==> config.mk <==
export PLATFORM = sky130hd
export DESIGN_NAME = cf_irq_aggregator
export DESIGN_NICKNAME = d
export VERILOG_FILES = /design/src/rtl/cf_irq_pkg.sv /design/src/rtl/cf_cd_filter.sv /design/src/rtl/cf_irq_local.sv /design/src/rtl/cf_irq_global.sv /design/src/rtl/cf_irq_aggregator.sv
export SDC_FILE = /design/constraint.sdc
export NUM_CORES = 1
export LEC_CHECK = 0
export CAP_MARGIN = 20
export CORE_UTILIZATION = 34
export CTS_CLUSTER_DIAMETER = 50
export DETAILED_ROUTE_END_ITERATION = 6
export DONT_BUFFER_PORTS = 1
export MAX_ROUTING_LAYER = met4
export PLACE_DENSITY = 0.55
export SLEW_MARGIN = 5
export SYNTH_ARGS = -nofsm -noshare
export SYNTH_HDL_FRONTEND = slang
export SYNTH_HIERARCHICAL = 1
export SYNTH_SLANG_ARGS = --single-unit
==> constraint.sdc <==
create_clock -name clk -period 1.1 [get_ports clk]
set_input_delay 0.055 -clock clk [delete_from_list [all_inputs] [get_ports clk]]
set_output_delay 0.055 -clock clk [all_outputs]
set_load 0.01 [all_outputs]
==> src/rtl/cf_irq_pkg.sv <==
// Shared constants for the interrupt aggregator: local bit positions,
// implemented-bit masks and the register index map.
package cf_irq_pkg;
    localparam int LOC_W  = 12;
    localparam int GLB_W  = 2;
    localparam int BIT_CD = 0;
    localparam int BIT_PIOERR = 9;
    localparam int BIT_BUFAV  = 10;
    // bits that exist in local status / enable
    localparam logic [LOC_W-1:0] LOC_IMPL = 12'hF0F;
    // bits that an event pulse may set (card detect comes from the pins)
    localparam logic [LOC_W-1:0] EVT_IMPL = 12'hF0E;

    typedef enum logic [2:0] {
        RA_IFSTAT = 3'd0,
        RA_LSTAT  = 3'd1,
        RA_LEN    = 3'd2,
        RA_GSTAT  = 3'd3,
        RA_GSEN   = 3'd4,
        RA_GSGN   = 3'd5
    } reg_idx_e;
endpackage

==> src/rtl/cf_cd_filter.sv <==
// Card presence filter.
// Synchronizes the two active-low detect pins, computes presence
// (both low) and accepts a new presence value only after it has held
// for DEB_CYCLES consecutive cycles. Emits a one-cycle change pulse.
// Assumes SYNC_STAGES >= 2 and DEB_CYCLES >= 1.
module cf_cd_filter #(
    parameter int SYNC_STAGES = 2,
    parameter int DEB_CYCLES  = 8
) (
    input  logic       clk,
    input  logic       rst_n,
    input  logic [1:0] cd_n,
    output logic [1:0] cd_sync,
    output logic       present,
    output logic       change
);
    localparam int CNT_W = $clog2(DEB_CYCLES + 1);
    localparam logic [CNT_W-1:0] CNT_LAST = CNT_W'(DEB_CYCLES - 1);

    logic [1:0][SYNC_STAGES-1:0] sync_q;
    logic [CNT_W-1:0]            cnt_q;
    logic                        raw_present;

    // shift each pin through its synchronizer chain
    always_ff @(posedge clk) begin
        if (!rst_n) begin
            sync_q <= '0;
        end else begin
            for (int p = 0; p < 2; p++) begin
                sync_q[p] <= {sync_q[p][SYNC_STAGES-2:0], cd_n[p]};
            end
        end
    end

    always_comb begin
        cd_sync[0] = sync_q[0][SYNC_STAGES-1];
        cd_sync[1] = sync_q[1][SYNC_STAGES-1];
    end

    assign raw_present = ~cd_sync[0] & ~cd_sync[1];
    assign change      = (raw_present != present) && (cnt_q == CNT_LAST);

    // count cycles of disagreement; accept the new value at the limit
    always_ff @(posedge clk) begin
        if (!rst_n) begin
            cnt_q   <= '0;
            present <= 1'b0;
        end else if (raw_present == present) begin
            cnt_q <= '0;
        end else if (cnt_q == CNT_LAST) begin
            cnt_q   <= '0;
            present <= raw_present;
        end else begin
            cnt_q <= cnt_q + 1'b1;
        end
    end
endmodule

==> src/rtl/cf_irq_local.sv <==
// Local status/enable pair.
// Status bits are set by set_vec and cleared by writing ones. A set wins
// over a clear in the same cycle. Only IMPL bits exist. Summary is the OR
// of status AND enable.
module cf_irq_local #(
    parameter int               W    = 12,
    parameter logic [W-1:0]     IMPL = '1
) (
    input  logic         clk,
    input  logic         rst_n,
    input  logic [W-1:0] set_vec,
    input  logic         clr_we,
    input  logic         en_we,
    input  logic [W-1:0] wdata,
    output logic [W-1:0] stat,
    output logic [W-1:0] en,
    output logic         summary
);
    logic [W-1:0] clr_mask;

    assign clr_mask = clr_we ? wdata : '0;

    // write-one-to-clear status, set has priority
    always_ff @(posedge clk) begin
        if (!rst_n) stat <= '0;
        else        stat <= ((stat & ~clr_mask) | set_vec) & IMPL;
    end

    // plain read/write enable
    always_ff @(posedge clk) begin
        if (!rst_n)     en <= '0;
        else if (en_we) en <= wdata & IMPL;
    end

    assign summary = |(stat & en);
endmodule

==> src/rtl/cf_irq_global.sv <==
// Global status level.
// Each bit is set by its requester and cleared by writing one. A bit
// drives the registered output only when its status-enable and
// signal-enable bits are both set.
module cf_irq_global #(
    parameter int GW = 2
) (
    input  logic          clk,
    input  logic          rst_n,
    input  logic [GW-1:0] set_vec,
    input  logic          clr_we,
    input  logic          sen_we,
    input  logic          sgn_we,
    input  logic [GW-1:0] wdata,
    output logic [GW-1:0] gstat,
    output logic [GW-1:0] gsen,
    output logic [GW-1:0] gsgn,
    output logic          irq_out
);
    // write-one-to-clear global status, set has priority
    always_ff @(posedge clk) begin
        if (!rst_n)      gstat <= '0;
        else if (clr_we) gstat <= (gstat & ~wdata) | set_vec;
        else             gstat <= gstat | set_vec;
    end

    // both enable registers
    always_ff @(posedge clk) begin
        if (!rst_n) begin
            gsen <= '0;
            gsgn <= '0;
        end else begin
            if (sen_we) gsen <= wdata;
            if (sgn_we) gsgn <= wdata;
        end
    end

    // registered interrupt line
    always_ff @(posedge clk) begin
        if (!rst_n) irq_out <= 1'b0;
        else        irq_out <= |(gstat & gsen & gsgn);
    end
endmodule

==> src/rtl/cf_irq_aggregator.sv <==
// Top of the two-level interrupt aggregator.
// Decodes the register port, routes events and the presence change into
// the local level, detects the rising edge of the local summary and
// feeds it with the sibling request into the global level.
// Assumes single-cycle writes and a combinational read.
module cf_irq_aggregator
    import cf_irq_pkg::*;
#(
    parameter int ADDR_W      = 3,
    parameter int DATA_W      = 32,
    parameter int SYNC_STAGES = 2,
    parameter int DEB_CYCLES  = 8
) (
    input  logic              clk,
    input  logic              rst_n,
    input  logic [ADDR_W-1:0] reg_addr,
    input  logic              reg_we,
    input  logic [DATA_W-1:0] reg_wdata,
    output logic [DATA_W-1:0] reg_rdata,
    input  logic [LOC_W-1:0]  ev_in,
    input  logic              cd1_n,
    input  logic              cd2_n,
    input  logic              card_rdy,
    input  logic              io_rdy,
    input  logic              sib_irq,
    output logic              irq_out
);
    logic [1:0]       cd_sync;
    logic             cd_present;
    logic             cd_change;
    logic [LOC_W-1:0] lstat_w, len_w, loc_set;
    logic             loc_sum, loc_sum_q;
    logic [GLB_W-1:0] gstat_w, gsen_w, gsgn_w, glb_set;
    logic             we_lstat, we_len, we_gstat, we_gsen, we_gsgn;

    // decode write strobes
    always_comb begin
        we_lstat = reg_we && (reg_addr == ADDR_W'(RA_LSTAT));
        we_len   = reg_we && (reg_addr == ADDR_W'(RA_LEN));
        we_gstat = reg_we && (reg_addr == ADDR_W'(RA_GSTAT));
        we_gsen  = reg_we && (reg_addr == ADDR_W'(RA_GSEN));
        we_gsgn  = reg_we && (reg_addr == ADDR_W'(RA_GSGN));
    end

    cf_cd_filter #(
        .SYNC_STAGES(SYNC_STAGES),
        .DEB_CYCLES (DEB_CYCLES)
    ) u_cd (
        .clk    (clk),
        .rst_n  (rst_n),
        .cd_n   ({cd2_n, cd1_n}),
        .cd_sync(cd_sync),
        .present(cd_present),
        .change (cd_change)
    );

    // event pulses plus presence change
    always_comb begin
        loc_set         = ev_in & EVT_IMPL;
        loc_set[BIT_CD] = cd_change;
    end

    cf_irq_local #(
        .W   (LOC_W),
        .IMPL(LOC_IMPL)
    ) u_loc (
        .clk    (clk),
        .rst_n  (rst_n),
        .set_vec(loc_set),
        .clr_we (we_lstat),
        .en_we  (we_len),
        .wdata  (reg_wdata[LOC_W-1:0]),
        .stat   (lstat_w),
        .en     (len_w),
        .summary(loc_sum)
    );

    // remember the summary for edge detection
    always_ff @(posedge clk) begin
        if (!rst_n) loc_sum_q <= 1'b0;
        else        loc_sum_q <= loc_sum;
    end

    assign glb_set = {sib_irq, loc_sum & ~loc_sum_q};

    cf_irq_global #(
        .GW(GLB_W)
    ) u_glb (
        .clk    (clk),
        .rst_n  (rst_n),
        .set_vec(glb_set),
        .clr_we (we_gstat),
        .sen_we (we_gsen),
        .sgn_we (we_gsgn),
        .wdata  (reg_wdata[GLB_W-1:0]),
        .gstat  (gstat_w),
        .gsen   (gsen_w),
        .gsgn   (gsgn_w),
        .irq_out(irq_out)
    );

    // read multiplexer
    always_comb begin
        reg_rdata = '0;
        case (reg_addr)
            ADDR_W'(RA_IFSTAT): begin
                reg_rdata[2] = cd_sync[0];
                reg_rdata[3] = cd_sync[1];
                reg_rdata[5] = card_rdy;
                reg_rdata[6] = io_rdy;
            end
            ADDR_W'(RA_LSTAT): reg_rdata[LOC_W-1:0] = lstat_w;
            ADDR_W'(RA_LEN):   reg_rdata[LOC_W-1:0] = len_w;
            ADDR_W'(RA_GSTAT): reg_rdata[GLB_W-1:0] = gstat_w;
            ADDR_W'(RA_GSEN):  reg_rdata[GLB_W-1:0] = gsen_w;
            ADDR_W'(RA_GSGN):  reg_rdata[GLB_W-1:0] = gsgn_w;
            default:           reg_rdata = '0;
        endcase
    end
endmodule

==> results of run 1 <==
==> power groups by stage <==
| stage | clock network [mW] | registers [mW] | logic, mW |
|---|---|---|---|
| 2_1_floorplan | 0 | 1.30 | 0.293 |
| 3_3_place_gp | 0 | 1.30 | 0.259 |
| 3_5_place_dp | 0 | 1.30 | 0.262 |
| 4_1_cts | 0.891 | 1.28 | 0.292 |
| 5_1_grt | 0.937 | 1.29 | 0.345 |
| 6_report | 0.855 | 1.28 | 0.307 |
==> sequential cells by signal (all words and copies together), names as in the netlist <==
name,count
u_cd/cd_sync,2
u_glb/gsgn,2
loc_sum_q,1
u_loc/stat,8
u_cd/cnt_q,4
u_cd/sync_q,2
u_glb/irq_out,1
u_loc/en,8
u_glb/gsen,2
u_glb/gstat,2
u_cd/present,1
==> cell usage after synthesis, drive strengths merged <==
cell type / instances
a21boi: 9
a21oi: 4
a221oi: 2
a22oi: 10
a31oi: 4
and2: 5
and2b: 2
and3: 1
and3b: 1
and4b: 1
buf: 35
clkbuf: 2
conb: 2
dfxtp: 33
ha: 1
inv: 3
mux2i: 18
nand2: 9
nand3: 1
nand3b: 1
nand4: 3
nor2: 12
nor2b: 15
nor3: 1
nor3b: 1
nor4bb: 1
o211ai: 1
o21a: 9
o21ai: 2
or2: 6
or3: 1
xnor2: 1
xor2: 1
==> layout by cell type, fill, tap and decap left out, types with 2 or more instances in the layout <==
master         netlist  final
nand2_1              9      9
a21boi_0             8      8
inv_1                3      3
and2b_1              2      2
nand4_1              3      3
conb_1               2     28
a22oi_2              0      4
nor2_1              12      7
or2_1                6      6
mux2i_1             18     18
dlygate4sd3_1        0      6
nor2b_1             15     15
dfxtp_2              0     10
nor2_2               0      5
a21oi_1              4      2
a31oi_1              4      4
buf_6                2      2
dfxtp_1             33     23
clkbuf_1             2      3
a21oi_2              0      2
clkbuf_8             0      5
o21a_1               9      9
buf_4               32     19
a22oi_1             10      6
and2_1               5      5
==> worst max-delay path, cell delays in order (launching register included) <==
cell	delay, ns
dfxtp_1	0.31
buf_4	0.13
a221oi_1	0.25
a31oi_1	0.08
buf_4	0.15
==> timing repair <==
action                     4_1_cts  5_1_grt
gates cloned                     0        0
resized for setup               16       11
setup endpoints to repair        6       16
hold buffers                     6        2
pin swaps                        9        6
setup buffers                    1        0
hold endpoints to repair        32       29
==> path summary, 6_finish.rpt <==
path,start,cells after the start,end,slack (ns)
setup / recovery,u_loc/en[1],4,reg_rdata[1],-0.16
hold / removal,rst_n,1,u_loc/stat[1],-0.11
setup reg to reg,u_loc/en[11],5,u_glb/gstat[0],-0.03
hold reg to reg,u_cd/sync_q[2],1,u_cd/cd_sync[1],0.43
==> logic make-up (layout without fill, tap and decap cells) <==
group | count (synthesis) | after routing
simple gates | 61 | 61
compound gates | 41 | 41
buf+inv | 40 | 38
flops | 33 | 33
mux | 18 | 18
other cells | 2 | 28
xor+xnor | 2 | 2
fa+ha+maj | 1 | 1
==> metal layers <==
metal	wire (um)	GRT usage (%)	vias up	share of wire (%)
met2	1733	20.42	36	47
met4	82	7.547	0	2.2
met1	1667	17.09	599	45
met5	0	-	-	0
met3	214	4.685	8	5.8
li1	-	-	672	-
==> cell type report <==
class / instances / area, um^2 / share of cell area, %
inverter: 3 / 11.26 / 0.5344
multi-input combinational: 151 / 1030 / 48.87
timing repair buffer: 27 / 225.2 / 10.69
tap: 70 / 87.58 / 4.157
clock buffer: 8 / 80.08 / 3.800
sequential: 33 / 673.1 / 31.95
==> metrics by stage <==
stage                     power, mW  setup slack, ns
final                         2.443          -0.1624
after global routing          2.568          -0.2305
after CTS                     2.463          -0.1910
after detailed placement      1.562         -0.03585
after global placement        1.559         -0.01633
after floorplan               1.590         0.005458
==> metrics.md, run 1 <==
| Metric | Value |
|---|---|
| Routed len/inst | `12.66 um` |
| Final Hold Viols | `29` |
| Top-level I/O count | `88` |
| Worst setup EP type | `output port` |
| Seq pwr share | `52.4%` |
| Antenna Nets Post-Route | `0` |
| Fin area | `2107 um^2` |
| Initial core utilization | `35.42%` |
| Register area share after synthesis | `36.51%` |
| Post-Synth Adder-Cell Area | `0.6916%` |
| Non-filler cells, final | `292` |
| Die height | `74.95 um` |
| Post-Synthesis Cells | `198` |
| Yosys top cell by area | `dfxtp_1` |
| Clk buf depth | `2` |
| Detailed Route WL | `3698 um` |
| Worst setup SP type | `flip-flop` |
| FILL cells | `532` |
| Pleak | `0.8598 nW` |
| Via Count | `1315` |
| Drt via density | `4.503` |
| CTS clk-pin slew, worst paths | `0.06 ns` |
| Register bit total from synthesis | `33` |
| Yosys Warn Count | `6` |
| Logic pwr share | `12.6%` |
| CP Class | `reg2out` |
| Area contributors post-synth | `dfxtp_1 (37%), buf_4 (13%), mux2i_1 (10%)` |
| Clk sink count | `33` |
| DP Wirelength | `2545 um` |
| Worst Hold Class | `in2reg` |
| Worst vdd ir | `0.7507 mV` |
| Clock share of power | `35.0%` |
| PortBufs | `0` |
| Worst-Skew Late Latency | `0.28 ns` |
| XOR/XNOR share of the synthesized area | `0.9682%` |
| 1st-iter DRT viols | `98` |
| Synth Area in Compound Gates | `16.04%` |
| Yosys cell types | `36` |
| Internal power | `1.858 mW` |
| Crit-path max FO | `2` |
| # diodes | `0` |
| CORE AREA | `5107 um^2` |
| DRC | `0` |
| Final Cycle Share | `114.8%` |
| Routability congestion estimate | `0.7679` |
| Final setup viols | `5` |
| Net Sw Frac | `23.98%` |
| FP Rows | `26` |
| PnR worst setup slack | `-0.1624 ns` |
| Post-synthesis cell area | `1809 um^2` |
| Total Routing Usage GR | `14.04%` |
| Share of post-route cells with drive strength above 1 | `23.42%` |
| Setup TNS | `-0.5025 ns` |
| Placed Area | `1878 um^2` |
| Max-cap violations | `0` |
| Setup Skew | `0.003300 ns` |
| Post-Synth Simple-Gate Area | `19.57%` |
| Worst Path Arrival | `1.21 ns` |
| Failing checks | `hold timing, setup timing` |
| Final Max Tran Viols | `0` |
| Full die area | `5617 um^2` |
| Global-route wire length before repair | `5464 um` |
| Root buffer cell | `clkbuf_8` |
| RSZ-0062 raised after global routing | `yes` |
| Placed cells | `277` |
| Final Critical Period | `1.262 ns` |
| Vias in the first global route | `1119` |
| H-tree levels | `2` |
| PD cells | `1160 nW/um^2` |
| Sw Pwr | `0.5858 mW` |
| Remaining global-route overflow | `0` |
| Max Clk Rate | `792.2 MHz` |
| Synthesis-to-layout area growth | `16.46%` |
| CTS tree | `yes` |
| Largest family of logic cells by synthesized area | `simple AND/OR/NAND/NOR gates` |
| Mux contribution to synthesized area | `9.959%` |
| Die W | `74.95 um` |
| Crit path required time | `1.04 ns` |
| NumNets Final | `277` |
| Synth top area share | `36.51%` |
| Initial antenna violation count | `0` |
| Status | `finished, violations left` |
| Worst hold margin | `-0.1118 ns` |
| Largest net degree at the start of global routing | `33` |
| Avg Inst Size Synth | `9.138 um^2` |
| Final Util | `41.25%` |
| Total CTS buffers | `5` |
| Iteration count of the initial detailed-routing pass | `3` |
(Power assumes the default switching activity.)
==> run 2, diff against run 1 <==
ABC_AREA = 1   (was default)
HOLD_SLACK_MARGIN = 0.03   (was default)
==> metrics.md, run 2 <==
| Metric | Value |
|---|---|
| Status | `finished clean` |
| Worst vdd ir | `0.7768 mV (+3.5%)` |
| DRC | `0 (unchanged)` |
| NumNets Final | `352 (+27%)` |
| Total Power | `2.471 mW (+1.2%)` |
| Setup TNS | `0 ns (+0.5025 ns)` |
| Synth async-reset ratio | `0% (unchanged)` |
| Setup bufs post-CTS | `0 (-1)` |
| CTS tree | `yes` |
| Final Cycle Share | `93.01% (-22 points)` |
| Yosys cell types | `26 (-28%)` |
| Max Clk Rate | `977.4 MHz (+23%)` |
| R2r setup slk | `0.08 ns (+0.11 ns)` |
| Avg Inst Size Synth | `6.715 um^2 (-27%)` |
| Setup Skew | `0.001236 ns (-0.002064 ns)` |
| Final Max Tran Viols | `0 (unchanged)` |
| Routability congestion estimate | `0.7608 (-0.92%)` |
| Crit path required time | `1.29 ns (+0.25 ns)` |
| Die W | `75.02 um (+0.10%)` |
| Ys flop type | `dfxtp_1` |
| Clk sink count | `33 (unchanged)` |
| Final setup viols | `0 (-5)` |
| Detailed Route WL | `3738 um (+1.1%)` |
| Register area share after synthesis | `36.44% (-0.076 points)` |
| Register bit total from synthesis | `33 (unchanged)` |
| Synth top cells by count | `nand2_1 (78), nor2_1 (39), dfxtp_1 (33)` |
| Worst setup SP type | `flip-flop` |
| CORE AREA | `5107 um^2 (unchanged)` |
| Post-synthesis cell area | `1813 um^2 (+0.21%)` |
| DP Wirelength | `2557 um (+0.48%)` |
| Final Hold Viols | `0 (-100%)` |
| Synthesis-to-layout area growth | `16.63%` |
| Post-Synthesis Cells | `270 (+36%)` |
| Worst-Skew Late Latency | `0.28 ns (about the same)` |
| Final Critical Period | `1.023 ns (-0.2392 ns)` |
| Yosys top cell by area | `dfxtp_1` |
| Drt via density | `4.292 (-4.7%)` |
| Most frequent cell after synthesis | `nand2_1` |
| Synth top area share | `36.44% (-0.076 points)` |
| Worst-margin pin slew | `0.4983 ns` |
| Yosys Warn Count | `6 (unchanged)` |
| Biggest regs | `u_loc/en (8), u_loc/stat (8), u_cd/cnt_q (4)` |
| Pleak | `1.018 nW (+18%)` |
| Top-level I/O count | `88 (unchanged)` |
| PnR worst setup slack | `0.07684 ns (+0.2392 ns)` |
| 1st-iter DRT viols | `55 (-44%)` |
| Worst Path Arrival | `1.21 ns (about the same)` |
| Crit-path max FO | `1 (-1)` |
| # diodes | `0 (unchanged)` |
| CP Class | `reg2reg` |
| Via Count | `1575 (+20%)` |
| Most frequent cells in the layout | `nand2_1 (77), nor2_1 (38), conb_1 (28), dfxtp_1 (28), inv_1 (25)` |
| Largest net degree at the start of global routing | `16 (-52%)` |
| Total Routing Usage GR | `14.92% (+0.88 points)` |
| FP Rows | `26 (unchanged)` |
| Initial antenna violation count | `0 (unchanged)` |
| Worst slack at placement | `0.05166 ns (+0.08751 ns)` |
| PortBufs | `0 (unchanged)` |
| Worst Hold Class | `in2reg` |
| Commonest non-fill, non-tap cell in the layout | `nand2_1` |
| Worst setup EP type | `flip-flop` |
| Post-synth EDFFs | `0 (unchanged)` |
| Max-cap violations | `0 (unchanged)` |
| Slew margin rel. | `66.67%` |
| Remaining global-route overflow | `0 (unchanged)` |
| CTS clk-pin slew, worst paths | `0.07 ns (about the same)` |
| Global-route wire length before repair | `6023 um (+10%)` |
| Total CTS buffers | `5 (unchanged)` |
| Antenna Nets Post-Route | `0 (unchanged)` |
| Share of post-route cells with drive strength above 1 | `10.44% (-13 points)` |
| Area contributors post-synth | `dfxtp_1 (36%), nand2_1 (16%), buf_4 (13%)` |
| Die height | `75.02 um (+0.10%)` |
| Full die area | `5628 um^2 (+0.20%)` |
| Root buffer cell | `clkbuf_8` |
| Vias in the first global route | `1405 (+26%)` |
| Iteration count of the initial detailed-routing pass | `4 (+1)` |
| Initial core utilization | `35.50% (+0.074 points)` |
| H-tree levels | `2 (unchanged)` |
| PD cells | `1169 nW/um^2 (+0.79%)` |
| Clk buf depth | `2 (unchanged)` |
| Routed len/inst | `10.19 um (-20%)` |
-- run 2: cell types whose count changed after synthesis, sizes merged, moves of 10 or more --
cell	delta
nand2	+70
nor2	+28
inv	+24
mux2i	-18
nor2b	-15
nand3	+12
o21ai	+12
a22oi	-10
-- run 2: routing by layer --
layer  vias to the layer above  global-route usage, %  wire length (um)
met2                        42                  23.02              1646
met1                       695                  17.43              1763
met3                         8                  4.284               257
li1                        830                      -                 -
met5                         -                      -                 0
met4                         0                  8.176                71
-- run 2: worst paths after layout --
check                 start              end  depth (start not counted)
max          u_cd/sync_q[2]  u_cd/cd_sync[1]                          3
min             reg_addr[1]    u_glb/gsen[1]                          4
max reg2reg  u_cd/sync_q[2]  u_cd/cd_sync[1]                          3
min reg2reg  u_loc/stat[11]   u_loc/stat[11]                          2
-- run 2: cells by family (layout without fill, tap and decap cells) --
kind of cell             after synthesis  count (layout)  share of synthesized area [%]
AO/OA/AOI/OAI                         26              26                          7.178
XOR/XNOR                               2               2                         0.9664
adder cells (fa/ha/maj)                1               1                         0.6900
buffers and inverters                 63              64                          21.05
flip-flops                            33              33                          36.44
other                                  2              28                         0.4142
AND/OR/NAND/NOR                      143             143                          33.27
-- run 2: critical path, stage by stage (launching register included) --
cell	delay [ns]
dfxtp_1	0.30
nand2_1	0.05
dlygate4sd3_1	0.54
inv_1	0.04
-- run 2: through the flow --
step	cell area [um^2]	std cells	hold WS, ns	util [%]
6_report	2115	367	0.04235	41.40
5_1_grt	2115	367	0.05572	41.40
4_1_cts	2083	367	0.03353	40.79
3_5_place_dp	1770	336	0.1544	34.66
3_3_place_gp	1770	336	0.1507	34.66
2_1_floorplan	1917	296	0.1485	-
-- run 2: report_power, final --
part,switching [mW],internal (mW),leakage (nW)
Sequential,0.0409,1.26,0.273
Combinational,0.177,0.127,0.701
Clock,0.433,0.438,0.0450
-- run 2: repair_timing --
| item | in CTS | in global routing |
|---|---|---|
| endpoints found under the setup margin | 0 | 3 |
| hold endpoints to repair | 33 | 0 |
| hold buffers | 23 | 0 |
| gates resized for setup | 0 | 11 |
-- run 2: layout make-up --
class	instances	area [um^2]
clock buffer	6	72.57
clock inverter	2	10.01
fill	579	2993
inverter	28	110.1
multi-input combinational	200	899.6
sequential	33	666.9
tap	70	87.58
timing repair buffer	28	267.8
==> run 3, diff against run 2 <==
CORE_UTILIZATION = 30   (was 34)
PLACE_DENSITY = 0.5   (was 0.55)
==> metrics.md, run 3 (synthesized netlist as in run 2, its figures left out) <==
| Metric | Value |
|---|---|
| Final Hold Viols | `0 (unchanged)` |
| Worst-margin pin slew | `0.5434 ns (+0.04507 ns)` |
| Worst-Skew Late Latency | `0.28 ns (about the same)` |
| Max Clk Rate | `965.5 MHz (-1.2%)` |
| CTS tree | `yes` |
| PnR worst setup slack | `0.06427 ns (-0.01257 ns)` |
| Total CTS buffers | `5 (unchanged)` |
| Final setup viols | `0 (unchanged)` |
| Remaining global-route overflow | `0 (unchanged)` |
| Global-route wire length before repair | `6265 um (+4.0%)` |
| Worst vdd ir | `0.6356 mV (-18%)` |
| Slew margin rel. | `63.78% (-2.9 points)` |
| Most frequent cells in the layout | `nand2_1 (78), nor2_1 (39), conb_1 (28)` |
| Worst setup SP type | `flip-flop` |
| Setup bufs post-CTS | `0 (unchanged)` |
| Final Critical Period | `1.036 ns (+0.01257 ns)` |
| Clk buf depth | `2 (unchanged)` |
| Drt via density | `4.187 (-2.4%)` |
| Commonest non-fill, non-tap cell in the layout | `nand2_1` |
| Detailed Route WL | `3881 um (+3.8%)` |
| Final Util | `37.90% (-3.5 points)` |
| Vias in the first global route | `1418 (+0.93%)` |
| Full die area | `6358 um^2 (+13%)` |
| Routability congestion estimate | `0.7710 (+1.3%)` |
| Root buffer cell | `clkbuf_8` |
| Pleak | `1.042 nW (+2.3%)` |
| Die height | `79.74 um (+6.3%)` |
| Synthesis-to-layout area growth | `18.63%` |
| # diodes | `0 (unchanged)` |
| Worst Hold Class | `in2reg` |
| CTS clk-pin slew, worst paths | `0.07 ns (about the same)` |
| Total Routing Usage GR | `13.50% (-1.4 points)` |
| Total Power | `2.774 mW (+12%)` |
| Routed len/inst | `10.52 um (+3.3%)` |
| Worst Path Arrival | `1.22 ns (about the same)` |
| Initial antenna violation count | `0 (unchanged)` |
| Crit-path max FO | `1 (unchanged)` |
| Initial core utilization | `31.94% (-3.6 points)` |
| CORE AREA | `5675 um^2 (+11%)` |
| Worst setup EP type | `flip-flop` |
| CP Class | `reg2reg` |
| PortBufs | `0 (unchanged)` |
| Share of post-route cells with drive strength above 1 | `11.11% (+0.67 points)` |
| Via Count | `1545 (-1.9%)` |
| Largest net degree at the start of global routing | `16 (unchanged)` |
| Final Cycle Share | `94.16% (+1.1 points)` |
| Top-level I/O count | `88 (unchanged)` |
| FP Rows | `27 (+3.8%)` |
| H-tree levels | `2 (unchanged)` |
| Biggest regs | `u_loc/en (8), u_loc/stat (8), u_cd/cnt_q (4)` |
| DRC | `0 (unchanged)` |
| NumNets Final | `352 (unchanged)` |
| Antenna Nets Post-Route | `0 (unchanged)` |
| Clk sink count | `33 (unchanged)` |
| 1st-iter DRT viols | `52 (-5.5%)` |
| Worst slack at placement | `0.04027 ns (-0.01139 ns)` |
| Status | `finished clean` |
| Final Max Tran Viols | `0 (unchanged)` |
| Max-cap violations | `0 (unchanged)` |
| DP Wirelength | `2662 um (+4.1%)` |
| Crit path required time | `1.28 ns (about the same)` |
| Setup Skew | `0.005687 ns (+0.004451 ns)` |
| Iteration count of the initial detailed-routing pass | `4 (unchanged)` |
| PD cells | `1290 nW/um^2 (+10%)` |
| Die W | `79.74 um (+6.3%)` |
## run 3: cell types whose count changed in the layout (fill, tap and decap cells not counted), sizes merged
| cell | before | now |
|---|---|---|
| clkbuf | 6 | 7 |
| bufinv | 0 | 1 |
| clkinv | 3 | 1 |
| dlymetal6s4s | 0 | 1 |
| dlygate4sd3 | 23 | 22 |
## run 3: area by class of cell
class	instances	area, um^2
multi-input cells	200	890.9
fillers	620	3525
flip-flops and latches	33	673.1
clock inverters	1	30.03
repair buffers	28	270.3
inverters	28	110.1
clock buffers	7	86.33
well taps	72	90.09
## run 3: path summary, 6_finish.rpt
path / to / slack, ns / cells past startpoint / startpoint
setup reg to reg: u_cd/cd_sync[1] / 0.06 / 3 / u_cd/sync_q[2]
hold reg to reg: u_loc/stat[1] / 0.47 / 2 / u_loc/stat[1]
setup / recovery: u_cd/cd_sync[1] / 0.06 / 3 / u_cd/sync_q[2]
hold / removal: u_glb/gsen[0] / 0.04 / 4 / reg_addr[1]
## run 3: where the power goes
part           internal (mW)  switching [mW]
combinational          0.129           0.178
sequential              1.26          0.0403
clock                  0.738           0.432
total                   2.12           0.650
## run 3: worst max-delay path, stage by stage (launching register included)
cell           delay (ns)
dfxtp_1              0.30
nand2_1              0.05
dlygate4sd3_1        0.55
inv_1                0.04
## run 3: timing repair
action / in CTS / in global routing
gates resized for setup: 0 / 15
hold endpoints to repair: 33 / 0
setup endpoints to repair: 0 / 8
hold buffers: 23 / 0
## run 3: metal layers
| metal | up-vias | wire [um] | global-route usage (%) |
|---|---|---|---|
| met4 | 0 | 25 | 7.500 |
| met2 | 44 | 1817 | 21.62 |
| met5 | - | 0 | - |
| met1 | 670 | 1835 | 15.07 |
| li1 | 829 | - | - |
| met3 | 2 | 203 | 3.886 |
## run 3: per-stage QoR
stage	cell area (um^2)	std cells	hold WS, ns	setup TNS, ns
CTS	2120	369	0.02967	0
floorplan	1917	296	0.1485	0
global route	2151	369	0.1003	-0.004040
detailed placement	1773	338	0.1555	0
global placement	1773	338	0.1530	0
finish	2151	369	0.04241	0
